$ cat src/rtl/dac_dbuf_pkg.sv
package dac_dbuf_pkg;

    typedef struct packed {
        logic lo_n;
        logic hi_n;
        logic wr_n;
        logic ld_n;
    } strobe_t;

    localparam int STROBE_W = $bits(strobe_t);
    localparam strobe_t STROBE_IDLE = '{lo_n: 1'b1, hi_n: 1'b1, wr_n: 1'b1, ld_n: 1'b1};

endpackage

$ cat src/rtl/dac_dbuf_sync.sv
module dac_dbuf_sync #(
    parameter int             W       = 1,
    parameter int             STAGES  = 2,
    parameter logic [W-1:0]   RST_VAL = '0
) (
    input  logic         clk,
    input  logic         rst_n,
    input  logic [W-1:0] d_i,
    output logic [W-1:0] q_o
);

    logic [W-1:0] stg_d [STAGES];
    logic [W-1:0] stg_q [STAGES];

    always_comb begin
        stg_d[0] = d_i;
        for (int i = 1; i < STAGES; i++) begin
            stg_d[i] = stg_q[i-1];
        end
    end

    always_ff @(posedge clk or negedge rst_n) begin
        if (!rst_n) begin
            for (int i = 0; i < STAGES; i++) begin
                stg_q[i] <= RST_VAL;
            end
        end else begin
            for (int i = 0; i < STAGES; i++) begin
                stg_q[i] <= stg_d[i];
            end
        end
    end

    assign q_o = stg_q[STAGES-1];

endmodule

$ cat src/rtl/dac_dbuf_inlatch.sv
module dac_dbuf_inlatch #(
    parameter int LO_W = 8,
    parameter int HI_W = 4,
    localparam int W   = LO_W + HI_W
) (
    input  logic            clk,
    input  logic            rst_n,
    input  logic            lo_en_i,
    input  logic            hi_en_i,
    input  logic [LO_W-1:0] bus_i,
    output logic [W-1:0]    word_d_o,
    output logic [W-1:0]    word_q_o
);

    typedef struct packed {
        logic [HI_W-1:0] hi;
        logic [LO_W-1:0] lo;
    } word_t;

    word_t w_d, w_q;

    always_comb begin
        w_d = w_q;
        if (lo_en_i) w_d.lo = bus_i;
        if (hi_en_i) w_d.hi = bus_i[HI_W-1:0];
    end

    always_ff @(posedge clk or negedge rst_n) begin
        if (!rst_n) w_q <= '0;
        else        w_q <= w_d;
    end

    assign word_d_o = w_d;
    assign word_q_o = w_q;

    // low byte only moves after its select-and-write condition
    a_r2_lo_needs_enable: assert property (@(posedge clk) disable iff (!rst_n)
        (w_q.lo != $past(w_q.lo)) |-> $past(lo_en_i));

    // high nibble only moves after its select-and-write condition
    a_r3_hi_needs_enable: assert property (@(posedge clk) disable iff (!rst_n)
        (w_q.hi != $past(w_q.hi)) |-> $past(hi_en_i));

endmodule

$ cat src/rtl/dac_dbuf_holdmon.sv
module dac_dbuf_holdmon #(
    parameter int HOLD_CYC = 4,
    localparam int CNT_W   = $clog2(HOLD_CYC + 1)
) (
    input  logic clk,
    input  logic rst_n,
    input  logic wr_n_i,
    input  logic ld_n_i,
    input  logic sel_low_i,
    output logic err_o
);

    typedef struct packed {
        logic             wr_prev;
        logic             ld_prev;
        logic             ovl;
        logic [CNT_W-1:0] win;
        logic             err;
    } mon_t;

    mon_t m_d, m_q;
    logic wr_rise, ld_rise, all_low, win_open;

    always_comb begin
        wr_rise  = wr_n_i && !m_q.wr_prev;
        ld_rise  = ld_n_i && !m_q.ld_prev;
        all_low  = !wr_n_i && !ld_n_i && sel_low_i;
        win_open = (m_q.win != '0);

        m_d         = m_q;
        m_d.wr_prev = wr_n_i;
        m_d.ld_prev = ld_n_i;

        if (ld_rise && (m_q.ovl || win_open)) m_d.err = 1'b1;

        if (wr_rise && m_q.ovl)  m_d.win = CNT_W'(HOLD_CYC);
        else if (win_open)       m_d.win = m_q.win - 1'b1;

        if (wr_rise || ld_rise)  m_d.ovl = 1'b0;
        else if (all_low)        m_d.ovl = 1'b1;
    end

    always_ff @(posedge clk or negedge rst_n) begin
        if (!rst_n) begin
            m_q <= '{wr_prev: 1'b1, ld_prev: 1'b1, ovl: 1'b0, win: '0, err: 1'b0};
        end else begin
            m_q <= m_d;
        end
    end

    assign err_o = m_q.err;

    // the flag is sticky
    a_r9_err_sticky: assert property (@(posedge clk) disable iff (!rst_n)
        m_q.err |=> m_q.err);

    // the flag only sets after a sampled load release
    a_r9_err_after_ld_rise: assert property (@(posedge clk) disable iff (!rst_n)
        (m_q.err && !$past(m_q.err)) |-> $past(ld_n_i && !m_q.ld_prev));

    // the window never exceeds the hold length
    a_r10_window_bounded: assert property (@(posedge clk) disable iff (!rst_n)
        m_q.win <= CNT_W'(HOLD_CYC));

endmodule

$ cat src/rtl/dac_dbuf_front.sv
module dac_dbuf_front #(
    parameter int BUS_W       = 8,
    parameter int HI_W        = 4,
    parameter int HOLD_CYC    = 4,
    parameter int SYNC_STAGES = 2,
    localparam int CODE_W     = BUS_W + HI_W
) (
    input  logic              clk,
    input  logic              rst_n,
    input  logic [BUS_W-1:0]  bus_i,
    input  logic              lo_sel_n,
    input  logic              hi_sel_n,
    input  logic              wr_n,
    input  logic              ld_n,
    output logic [CODE_W-1:0] code_o,
    output logic              hold_err_o
);

    import dac_dbuf_pkg::*;

    strobe_t            st_raw, st_s;
    logic [BUS_W-1:0]   bus_s;
    logic [CODE_W-1:0]  word_d, word_q;
    logic               wr_low, ld_low, lo_en, hi_en;

    assign st_raw = '{lo_n: lo_sel_n, hi_n: hi_sel_n, wr_n: wr_n, ld_n: ld_n};

    dac_dbuf_sync #(.W(STROBE_W), .STAGES(SYNC_STAGES), .RST_VAL(STROBE_IDLE)) u_sync_st (
        .clk(clk), .rst_n(rst_n), .d_i(st_raw), .q_o(st_s)
    );

    dac_dbuf_sync #(.W(BUS_W), .STAGES(SYNC_STAGES), .RST_VAL('0)) u_sync_bus (
        .clk(clk), .rst_n(rst_n), .d_i(bus_i), .q_o(bus_s)
    );

    assign wr_low = !st_s.wr_n;
    assign ld_low = !st_s.ld_n;
    assign lo_en  = wr_low && !st_s.lo_n;
    assign hi_en  = wr_low && !st_s.hi_n;

    dac_dbuf_inlatch #(.LO_W(BUS_W), .HI_W(HI_W)) u_inlatch (
        .clk(clk), .rst_n(rst_n), .lo_en_i(lo_en), .hi_en_i(hi_en),
        .bus_i(bus_s), .word_d_o(word_d), .word_q_o(word_q)
    );

    dac_dbuf_holdmon #(.HOLD_CYC(HOLD_CYC)) u_holdmon (
        .clk(clk), .rst_n(rst_n), .wr_n_i(st_s.wr_n), .ld_n_i(st_s.ld_n),
        .sel_low_i(!st_s.lo_n || !st_s.hi_n), .err_o(hold_err_o)
    );

    typedef struct packed {
        logic [CODE_W-1:0] dac;
    } out_t;

    out_t o_d, o_q;

    always_comb begin
        o_d = o_q;
        if (ld_low) o_d.dac = word_d;
    end

    always_ff @(posedge clk or negedge rst_n) begin
        if (!rst_n) o_q <= '0;
        else        o_q <= o_d;
    end

    assign code_o = o_q.dac;

    // the code only moves after a sampled low load level
    a_r4_code_moves_on_load: assert property (@(posedge clk) disable iff (!rst_n)
        (code_o != $past(code_o)) |-> $past(ld_low));

    // combined high-select, write and load delivers the nibble at once
    a_r6_nibble_same_step: assert property (@(posedge clk) disable iff (!rst_n)
        (ld_low && hi_en) |=> (code_o[CODE_W-1:BUS_W] == $past(bus_s[HI_W-1:0])));

    // while load stays low the code equals the input latch
    a_r5_follow_latch: assert property (@(posedge clk) disable iff (!rst_n)
        ld_low |=> (code_o == word_q));

endmodule

$ cat config.mk
export PLATFORM = sky130hd
export DESIGN_NAME = dac_dbuf_front
export DESIGN_NICKNAME = d
export VERILOG_FILES = /design/src/rtl/dac_dbuf_pkg.sv /design/src/rtl/dac_dbuf_sync.sv /design/src/rtl/dac_dbuf_inlatch.sv /design/src/rtl/dac_dbuf_holdmon.sv /design/src/rtl/dac_dbuf_front.sv
export SDC_FILE = /design/constraint.sdc
export NUM_CORES = 1
export LEC_CHECK = 0
export ABC_AREA = 1
export ABC_CLOCK_PERIOD_IN_PS = 2150
export CAP_MARGIN = 20
export CORE_MARGIN = 8
export CORE_UTILIZATION = 45
export CTS_CLUSTER_DIAMETER = 200
export DETAILED_ROUTE_END_ITERATION = 8
export DONT_BUFFER_PORTS = 1
export GPL_TIMING_DRIVEN = 0
export SKIP_CTS_REPAIR_TIMING = 1
export SYNTH_ARGS = -nofsm -noshare
export SYNTH_HDL_FRONTEND = slang
export SYNTH_SLANG_ARGS = --single-unit
export TNS_END_PERCENT = 1
$ cat constraint.sdc
create_clock -name clk -period 2.15 [get_ports clk]
set_clock_uncertainty 0.1 [all_clocks]
set_input_delay 0.645 -clock clk [delete_from_list [all_inputs] [get_ports clk]]
set_output_delay 0.645 -clock clk [all_outputs]
set_load 0.05 [all_outputs]
* Yosys cells after proc, flatten, opt, wreduce, memory -nomap -nowiden
Cells that the tools add are included.
Storage, ports and cells: input bits 14, memories 0, output and inout port bits 13, register bits after elaboration 55, memory bits (writable) 0, ROM bits 0, bits in latches 0, logic and storage cells 39
Cells by class: muxes and demuxes 6, bitwise logic cells 0, divide/modulo/power cells 0, order comparisons 0, shifts and indexed selects 0, reductions and logical operators 20, eq/ne operators 0, multiply operators 0, add/subtract/negate cells 1
Operators with widths (count):
- logical AND 1 bit | 8
- two-way mux 8 bit | 1
- zero test 1 bit | 6
- two-way mux 3 bit | 2
- two-way mux 4 bit | 1
- nonzero test 2 bit | 2
- logical OR 1 bit | 3
- nonzero test 3 bit | 1
- subtractor 3 x 1 -> 3 bit, second input constant | 1
- two-way mux 1 bit | 2

* Depth between registers and ports, before layout
Gate-level depths: netlist of run 1.
depth after elaboration 5, gate-level depth with buffers 6, gate-level depth less buffers 6

* Hierarchy
A second synthesis of run 1 with hierarchy kept.
Unflattened totals: cell total of the unflattened synthesis 173, area, all modules 1876.8 µm²
By module, submodules not included:
- dac_dbuf_front | cells each 54, sequential area each 300.3 µm², area an instance 469.2 µm², times used 1
- dac_dbuf_inlatch | cells each 51, sequential area each 300.3 µm², area an instance 454.2 µm², times used 1
- dac_dbuf_sync (u_sync_bus) | cells each 16, sequential area each 400.4 µm², area an instance 400.4 µm², times used 1
- dac_dbuf_holdmon | cells each 44, sequential area each 177.7 µm², area an instance 342.8 µm², times used 1
- dac_dbuf_sync (u_sync_st) | cells each 8, sequential area each 210.2 µm², area an instance 210.2 µm², times used 1

* Worst setup path before layout of run 1
Ideal clock, no wire load.
path type reg-to-output, start register o_q, in the netlist code_o[0], end output port code_o[0], slack 0.805 ns, cell stages (with the launch flop) 1, data required time 1.405 ns, path buffers 0, arrival 0.600 ns, cell sequence dfrtp_1
RTL lines:
- start, declared | RTL line dac_dbuf_front.sv:55 | out_t o_d, o_q;
- start signal, assigned | RTL line dac_dbuf_front.sv:63 | if (!rst_n) o_q <= '0;
- start signal, assigned | RTL line dac_dbuf_front.sv:64 | else o_q <= o_d;
- end, declared | RTL line dac_dbuf_front.sv:15 | output logic [CODE_W-1:0] code_o,
No word-level cell between the ends.

* Worst setup path after layout of run 1
start register o_q, in the netlist code_o[8], end output port code_o[8]
No word-level cell between the ends.

==> run summary, run 1 <==
STATUS
----------------------------------------------------------------------------------------
Outcome                                                                     complete, no violations

CLOCK NETWORK
----------------------------------------------------------------------------------------
Clock Tree Root                                                                 clkbuf_8
Clock Sinks                                                                           55
H-tree depth                                                                           2
Clock tree from TritonCTS                                                           done
Clock transition at the registers of the reported paths                          0.09 ns
Max clock buf depth                                                                    2
Inserted Clock Buffers                                                                 5
Skew-Pair Late Insertion Delay                                                   0.30 ns

WORST SETUP PATH
----------------------------------------------------------------------------------------
Instance count on the critical path                                                    0
Critical path data arrival time                                                  0.96 ns
Worst-path maximum fanout                                                              2
Type of the worst setup path                                                flop to primary output
Required time at the endpoint of the critical path                               1.40 ns
R2R depth                                                                              3
Setup slack, reg-to-reg                                                          0.77 ns
Element type at the critical path end                                       primary output
Sort of element at the start of the critical path                                   flop

PLACED DESIGN
----------------------------------------------------------------------------------------
Buffers added on ports                                                                 0
HPWL after DPL                                                              2254 microns
Global placement routability congestion                                           0.8906
Post-placement setup slack                                                     0.7689 ns
Instance count after placement with tap cells included                               239
Placement-stage cell area                                                     2041 sq um

STA
----------------------------------------------------------------------------------------
Hold Violations, Final                                                                 0
Worst-case headroom to the max-slew limit                                         65.85%
Worst slew pin tran                                                            0.5122 ns
Portion of the clock cycle consumed by the worst path in the final layout         79.20%
Highest attainable clock frequency                                             587.2 MHz
Pins over their slew limit                                                             0
Count of final setup violators                                                         0
Total negative slack                                                                0 ns
Final hold slack                                                              0.08249 ns
PnR worst setup slack                                                          0.4471 ns
Post-layout min period                                                          1.703 ns
RSZ-0062 raised after global routing                                                  no

SYNTHESIS
----------------------------------------------------------------------------------------
Combined area of all synthesized cells                                        1976 sq um
Flip-flop and latch count after synthesis                                             55
Sequential-to-total area share from yosys stat                                    70.30%
Synthesized netlist net count                                                        203
Synthesized area per cell                                                    10.56 sq um
Gate count of the mapped netlist                                                     187
Distinct cell type count after synthesis                                              16
Warnings from Yosys                                                                    0

FLOORPLAN
----------------------------------------------------------------------------------------
Number of top-level design ports                                                      27
Overall die area                                                              6767 sq um
Starting Density                                                                  46.01%
Die Wd                                                                      82.26 microns
Core footprint                                                                4294 sq um
Die Y                                                                       82.26 microns
FP Rows                                                                               24

GLOBAL ROUTE
----------------------------------------------------------------------------------------
Total routing usage reported by global routing                                    10.61%
Wire length of the first global-routing pass                                5513 microns
Initial antenna violation count                                                        0
Largest net degree at the start of global routing                                     56
Leftover overflow at the end of global routing                                         0
Via count of the first global-routing pass                                          1211

ROUTING
----------------------------------------------------------------------------------------
Drt wl/cell                                                                 12.96 microns
Via count                                                                           1167
Count of antenna-violating nets left after detailed routing                            0
Total wire length                                                           3215 microns
Number of iterations in the first detailed-routing pass                                4
Routed vias/inst                                                                   4.706
# DRC                                                                                  0
Detailed router's first-iteration violation count                                     70

CELLS AND AREA
----------------------------------------------------------------------------------------
Final antenna diode count                                                              0
Cell area after layout                                                        2150 sq um
Final net count                                                                      211
Layout overhead on the synthesized area                                           8.803%
Fraction of final layout cells with drive strength greater than 1                 12.76%
Filler-free cell count of the finished design                                        248
Count of fill cells added during filler insertion                                    408

PWR
----------------------------------------------------------------------------------------
Reported leakage power                                                          1.111 nW
Power per cell area                                                         988.0 nW/um^2
Largest vdd supply drop                                                        0.5021 mV

JOB
----------------------------------------------------------------------------------------
Number of maximum-capacitance violations                                               0

HOLD PATH
----------------------------------------------------------------------------------------
Tightest Hold Check Type                                                    input port to async pin

## per-stage QoR
stage	power, mW	util [%]
after global placement	1.567	47.52
after CTS	2.133	49.42
after detailed placement	1.601	47.52
after global routing	2.258	50.06
final	2.124	50.06
after floorplan	1.531	-
## registers in the layout, summed over array words and instances (netlist names)
register,cells
u_holdmon.err_o,1
u_holdmon.m_q,6
u_sync_bus.q_o,8
u_sync_st.stg_d,4
u_sync_bus.stg_d,8
code_o,12
u_inlatch.word_q_o,12
u_sync_st.q_o,4
## Yosys cell counts, drive strengths merged
library cell	count	area, sq um
dfstp	10	262.8
nor2	8	32.54
dfrtp	45	1126
nand2	56	220.2
a21oi	1	5.000
and2	12	80.08
inv	32	120.1
ha	2	25.02
buf	1	5.000
clkbuf	1	3.750
o21ai	5	25.02
nand3	14	70.07
## kinds of logic (layout without fill, tap and decap cells)
logic type / count (synthesis) / in the layout / synth area share, %
DFF: 55 / 55 / 70.30
and+or+nand+nor: 90 / 90 / 20.39
AOI/OAI and AO/OA: 6 / 6 / 1.520
adders and majority gates: 2 / 2 / 1.266
buffers and inverters: 34 / 43 / 6.523
## worst paths after layout
path / from / endpoint
min reg2reg: u_sync_bus.stg_d[4]$_DFF_PN0_ / u_sync_bus.q_o[4]$_DFF_PN0_
max reg2reg: u_sync_st.q_o[0]$_DFF_PN1_ / code_o[9]$_DFFE_PN0N_
max: code_o[8]$_DFFE_PN0N_ / code_o[8]
max in group asynchronous: rst_n / u_holdmon.m_q[1]$_DFFE_PN0P_
min: rst_n / u_holdmon.m_q[5]$_DFF_PN1_
min in group clk: ld_n / u_sync_st.stg_d[0]$_DFF_PN1_
## routing by layer
layer / up-vias / global-route usage (%) / part of all wire [%]
met5: - / 0 / 0
met4: 0 / 3.509 / 0.93
met3: 4 / 4.113 / 5.8
met2: 30 / 15.97 / 51
met1: 566 / 13.71 / 43
li1: 567 / - / -
## power breakdown
group | total (mW) | internal, mW | switching, mW
Combinational | 0.269 | 0.106 | 0.163
Sequential | 1.33 | 1.16 | 0.169
Clock | 0.529 | 0.229 | 0.300
## cell usage in the layout (no fill, tap or decap)
master and n:
and2_1 8, buf_2 1, dfstp_2 10, ha_1 2
clkbuf_1 3, clkinv_2 1, buf_16 1, nand2_4 1
clkbuf_8 5, a21oi_1 1, nand2_1 54, nor2_1 7
nor2_2 1, o21ai_0 5, nand2_2 1, dfrtp_1 45
inv_1 32, and2_2 4, nand3_1 14
## layout make-up
type | instances | area (sq um) | area share [%]
clock buffer | 7 | 76.32 | 3.551
sequential | 55 | 1389 | 64.61
multi-input combinational | 98 | 457.9 | 21.30
timing repair buffer | 1 | 27.53 | 1.281
inverter | 32 | 120.1 | 5.588
clock inverter | 1 | 5.005 | 0.2328
tap | 52 | 65.06 | 3.027
buffer | 2 | 8.758 | 0.4075
Power figures use the tool's default switching activity.
==> run 2: changes to the inputs <==
ABC_AREA = 0   (was 1)
ABC_CLOCK_PERIOD_IN_PS = 1400   (was 2150)
clock period = 1.4 ns   (was 2.15 ns; I/O delays follow)
==> run 2 against run 1 <==
Compared with the run above: the run now ends with negative hold slack, negative setup slack left; combinational power up 30%; synthesized cell count down 45%; critical path depth up 3; global-route usage down 0.96 points; register-to-register slack worse by 0.88 ns; flip-flop and latch count unchanged; core utilization up 1.1 points; highest routed layer unchanged.
==> run summary, run 2 <==
STATUS
----------------------------------------------------------------------------------------
Outcome                                                                     complete, but fails checks
Failing checks                                                              negative hold slack, negative setup slack

GLOBAL ROUTE
----------------------------------------------------------------------------------------
GRT Max-Usage Layer                                                                 met2
Met2 Use GR                                                                       14.95%   -1.0 points
Leftover overflow at the end of global routing                                         0   unchanged
Wire length of the first global-routing pass                                4567 microns   -17%
Via count of the first global-routing pass                                           932   -23%
Initial antenna violation count                                                        0   unchanged
Total routing usage reported by global routing                                    9.653%   -0.96 points
Largest net degree at the start of global routing                                     56   unchanged
Met1 usage                                                                        10.55%   -3.2 points
Met3 global-route usage                                                           5.418%   +1.3 points

STA
----------------------------------------------------------------------------------------
Highest attainable clock frequency                                             661.9 MHz
Worst-case headroom to the max-slew limit                                         67.61%   +1.8 points
PnR worst setup slack                                                         -0.1109 ns   -0.5579 ns
Worst slew pin tran                                                            0.4859 ns   -0.02634 ns
Portion of the clock cycle consumed by the worst path in the final layout         107.9%
Count of final setup violators                                                        15   +15
RSZ-0062 raised after global routing                                                 yes
Pins over their slew limit                                                             0   unchanged
Total negative slack                                                           -1.347 ns   -1.347 ns
Post-layout min period                                                          1.511 ns
Hold Violations, Final                                                                55   +55
Final hold slack                                                              -0.2938 ns   -0.3763 ns

FLOORPLAN
----------------------------------------------------------------------------------------
Core footprint                                                                3914 sq um   -8.9%
Number of top-level design ports                                                      27   unchanged
Overall die area                                                              6277 sq um   -7.2%
Die Y                                                                       79.23 microns   -3.7%
Die Wd                                                                      79.23 microns   -3.7%
FP Rows                                                                               23   -4.2%
Starting Density                                                                  45.97%   about the same

PLACED DESIGN
----------------------------------------------------------------------------------------
Global placement routability congestion                                           0.6547   -26%
Buffers added on ports                                                                 0   unchanged
Post-placement setup slack                                                    -0.2034 ns   -0.9724 ns
HPWL after DPL                                                              1777 microns   -21%

WORST SETUP PATH
----------------------------------------------------------------------------------------
Sort of element at the start of the critical path                                   flop
R2r startpoint                                                              u_sync_st.q_o[1]$_DFF_PN1_
Beginning of the critical path                                              u_sync_st.q_o[1]$_DFF_PN1_
Critical Path Max Stage Delay                                                    0.41 ns
Most frequent cell on the critical path                                           mux2_2
Critical path data arrival time                                                  1.60 ns   +0.64 ns
Cell type of the slowest stage on the worst timing path                          dfstp_2
Type of the worst setup path                                                flop to flop
Element type at the critical path end                                               flop
Required time at the endpoint of the critical path                               1.48 ns   +0.08 ns
Worst-path maximum fanout                                                              8   +6
Cell breakdown of the critical path                                         nor2_4, mux2_2, mux2_2

ROUTING
----------------------------------------------------------------------------------------
Routed vias/inst                                                                   4.945   +5.1%
Number of iterations in the first detailed-routing pass                                3   -1
Drt wl/cell                                                                 15.91 microns   +23%
Detailed router's first-iteration violation count                                     57   -19%
Total wire length                                                           2625 microns   -18%
Via count                                                                            816   -30%
Count of antenna-violating nets left after detailed routing                            0   unchanged
# DRC                                                                                  0   unchanged

SYNTHESIS
----------------------------------------------------------------------------------------
Sequential-to-total area share from yosys stat                                    77.19%   +6.9 points
Distinct cell type count after synthesis                                              16   unchanged
Number of enable-type register cells in the synthesized netlist                        0   unchanged
Synthesized netlist net count                                                        119   -41%
Combined area of all synthesized cells                                        1799 sq um   -8.9%
Leading area contributor after synthesis                                         dfrtp_1
Synthesized area per cell                                                    17.47 sq um   +65%
Flip-flop and latch count after synthesis                                             55   unchanged
Commonest register cell after synthesis                                          dfrtp_1
Library cell with the highest instance count after synthesis                     dfrtp_1
Gate count of the mapped netlist                                                     103   -45%
List of most frequent post-synthesis cells                                  45 x dfrtp_1, 24 x mux2_2, 10 x dfstp_2
Synth top area cells                                                        dfrtp_1 63%, mux2_2 15%, dfstp_2 15%, ha_1 1.4%, nor2_1 1.3%
Share of flip-flops with an asynchronous set or reset                             100.0%   unchanged
Proportion of netlist area held by the largest area contributor                   62.59%   +5.6 points
Warnings from Yosys                                                                    0   unchanged

CLOCK NETWORK
----------------------------------------------------------------------------------------
Clock Tree Root                                                                 clkbuf_8
Clock transition at the registers of the reported paths                          0.09 ns   about the same
Clock tree from TritonCTS                                                           done
Inserted Clock Buffers                                                                 5   unchanged
Clock Sinks                                                                           55   unchanged
H-tree depth                                                                           2   unchanged
Skew-Pair Late Insertion Delay                                                   0.30 ns   about the same
Max clock buf depth                                                                    2   unchanged

CELLS AND AREA
----------------------------------------------------------------------------------------
Core Util, Final                                                                  51.18%   +1.1 points
Fraction of final layout cells with drive strength greater than 1                 46.09%   +33 points
Highest-count cells in the layout ignoring fill and taps                    35 x dfrtp_1, 24 x mux2_2, 10 x dfrtp_2, 10 x dfstp_2
Final net count                                                                      130   -38%
Most common library cell in the layout ignoring fill and taps                    dfrtp_1
Layout overhead on the synthesized area                                           11.34%
Final antenna diode count                                                              0   unchanged

HOLD PATH
----------------------------------------------------------------------------------------
Tightest Hold Check Type                                                    input port to async pin

PWR
----------------------------------------------------------------------------------------
Largest vdd supply drop                                                        0.7640 mV   +52%
Reported leakage power                                                         0.8426 nW   -24%
Post-route total power                                                          3.324 mW   +57%
Power per cell area                                                         1659 nW/um^2   +68%

JOB
----------------------------------------------------------------------------------------
Number of maximum-capacitance violations                                               0   unchanged

## run 2: cell count changes in the layout (fill, tap and decap cells not counted), moves of 8 or more
cell and delta:
dfrtp_2 +10, nand3_1 -14, dfrtp_1 -10, inv_1 -30
mux2_2 +24, and2_1 -8, nand2_1 -52
## run 2: report_power, final
group / internal (mW) / total [mW] / switching [mW]
Combinational: 0.201 / 0.350 / 0.150
Sequential: 1.81 / 2.17 / 0.356
Clock: 0.352 / 0.803 / 0.451
## run 2: cells by family after synthesis
family	Yosys count	share of synthesized area (%)
DFF	55	77.19
muxes	25	15.58
and+or+nand+nor	11	2.712
AOI/OAI and AO/OA	6	1.947
buffers and inverters	3	0.6953
adders and majority gates	2	1.391
xor gates and xnor gates	1	0.4869
## run 2: path summary, 6_finish.rpt
| path | slack [ns] | depth (start not counted) | end |
|---|---|---|---|
| worst max register to register | -0.11 | 3 | code_o[2]$_DFFE_PN0N_ |
| worst min-delay path | -0.29 | 0 | code_o[7]$_DFFE_PN0N_ |
| min in group clk | 0.04 | 0 | u_sync_bus.stg_d[5]$_DFF_PN0_ |
| worst min register to register | 0.25 | 0 | u_sync_bus.q_o[1]$_DFF_PN0_ |
| max in group asynchronous | 1.31 | 0 | u_sync_st.stg_d[3]$_DFF_PN1_ |
| worst max-delay path | -0.11 | 3 | code_o[2]$_DFFE_PN0N_ |
## run 2: stage by stage
stage | instances | hold WS [ns] | cell area, sq um
final | 165 | -0.2938 | 2003
after global placement | 153 | 0.02601 | 1867
after global routing | 165 | -0.3245 | 2003
after detailed placement | 153 | 0.02608 | 1867
after floorplan | 103 | 0.02441 | 1804
after CTS | 161 | -0.3064 | 1948
## run 2: area by class of cell
type,count,area (sq um)
buffer,1,5.005
clock buffer,7,76.32
clock inverter,1,5.005
fill,349,1911
inverter,2,7.507
multi-input combinational,45,405.4
sequential,55,1401
tap,50,62.56
timing repair buffer,4,40.04
## run 2: routing by layer
| layer | share of wire, % | vias to the layer above |
|---|---|---|
| li1 | - | 365 |
| met3 | 8.3 | 6 |
| met2 | 51 | 19 |
| met1 | 39 | 426 |
| met5 | 0 | - |
| met4 | 1.9 | 0 |
## run 2: critical path: cells and delay by family (launching register included)
family        cells  cell delay, ns
mux               2            0.64
flops             1            0.41
simple gates      1            0.24
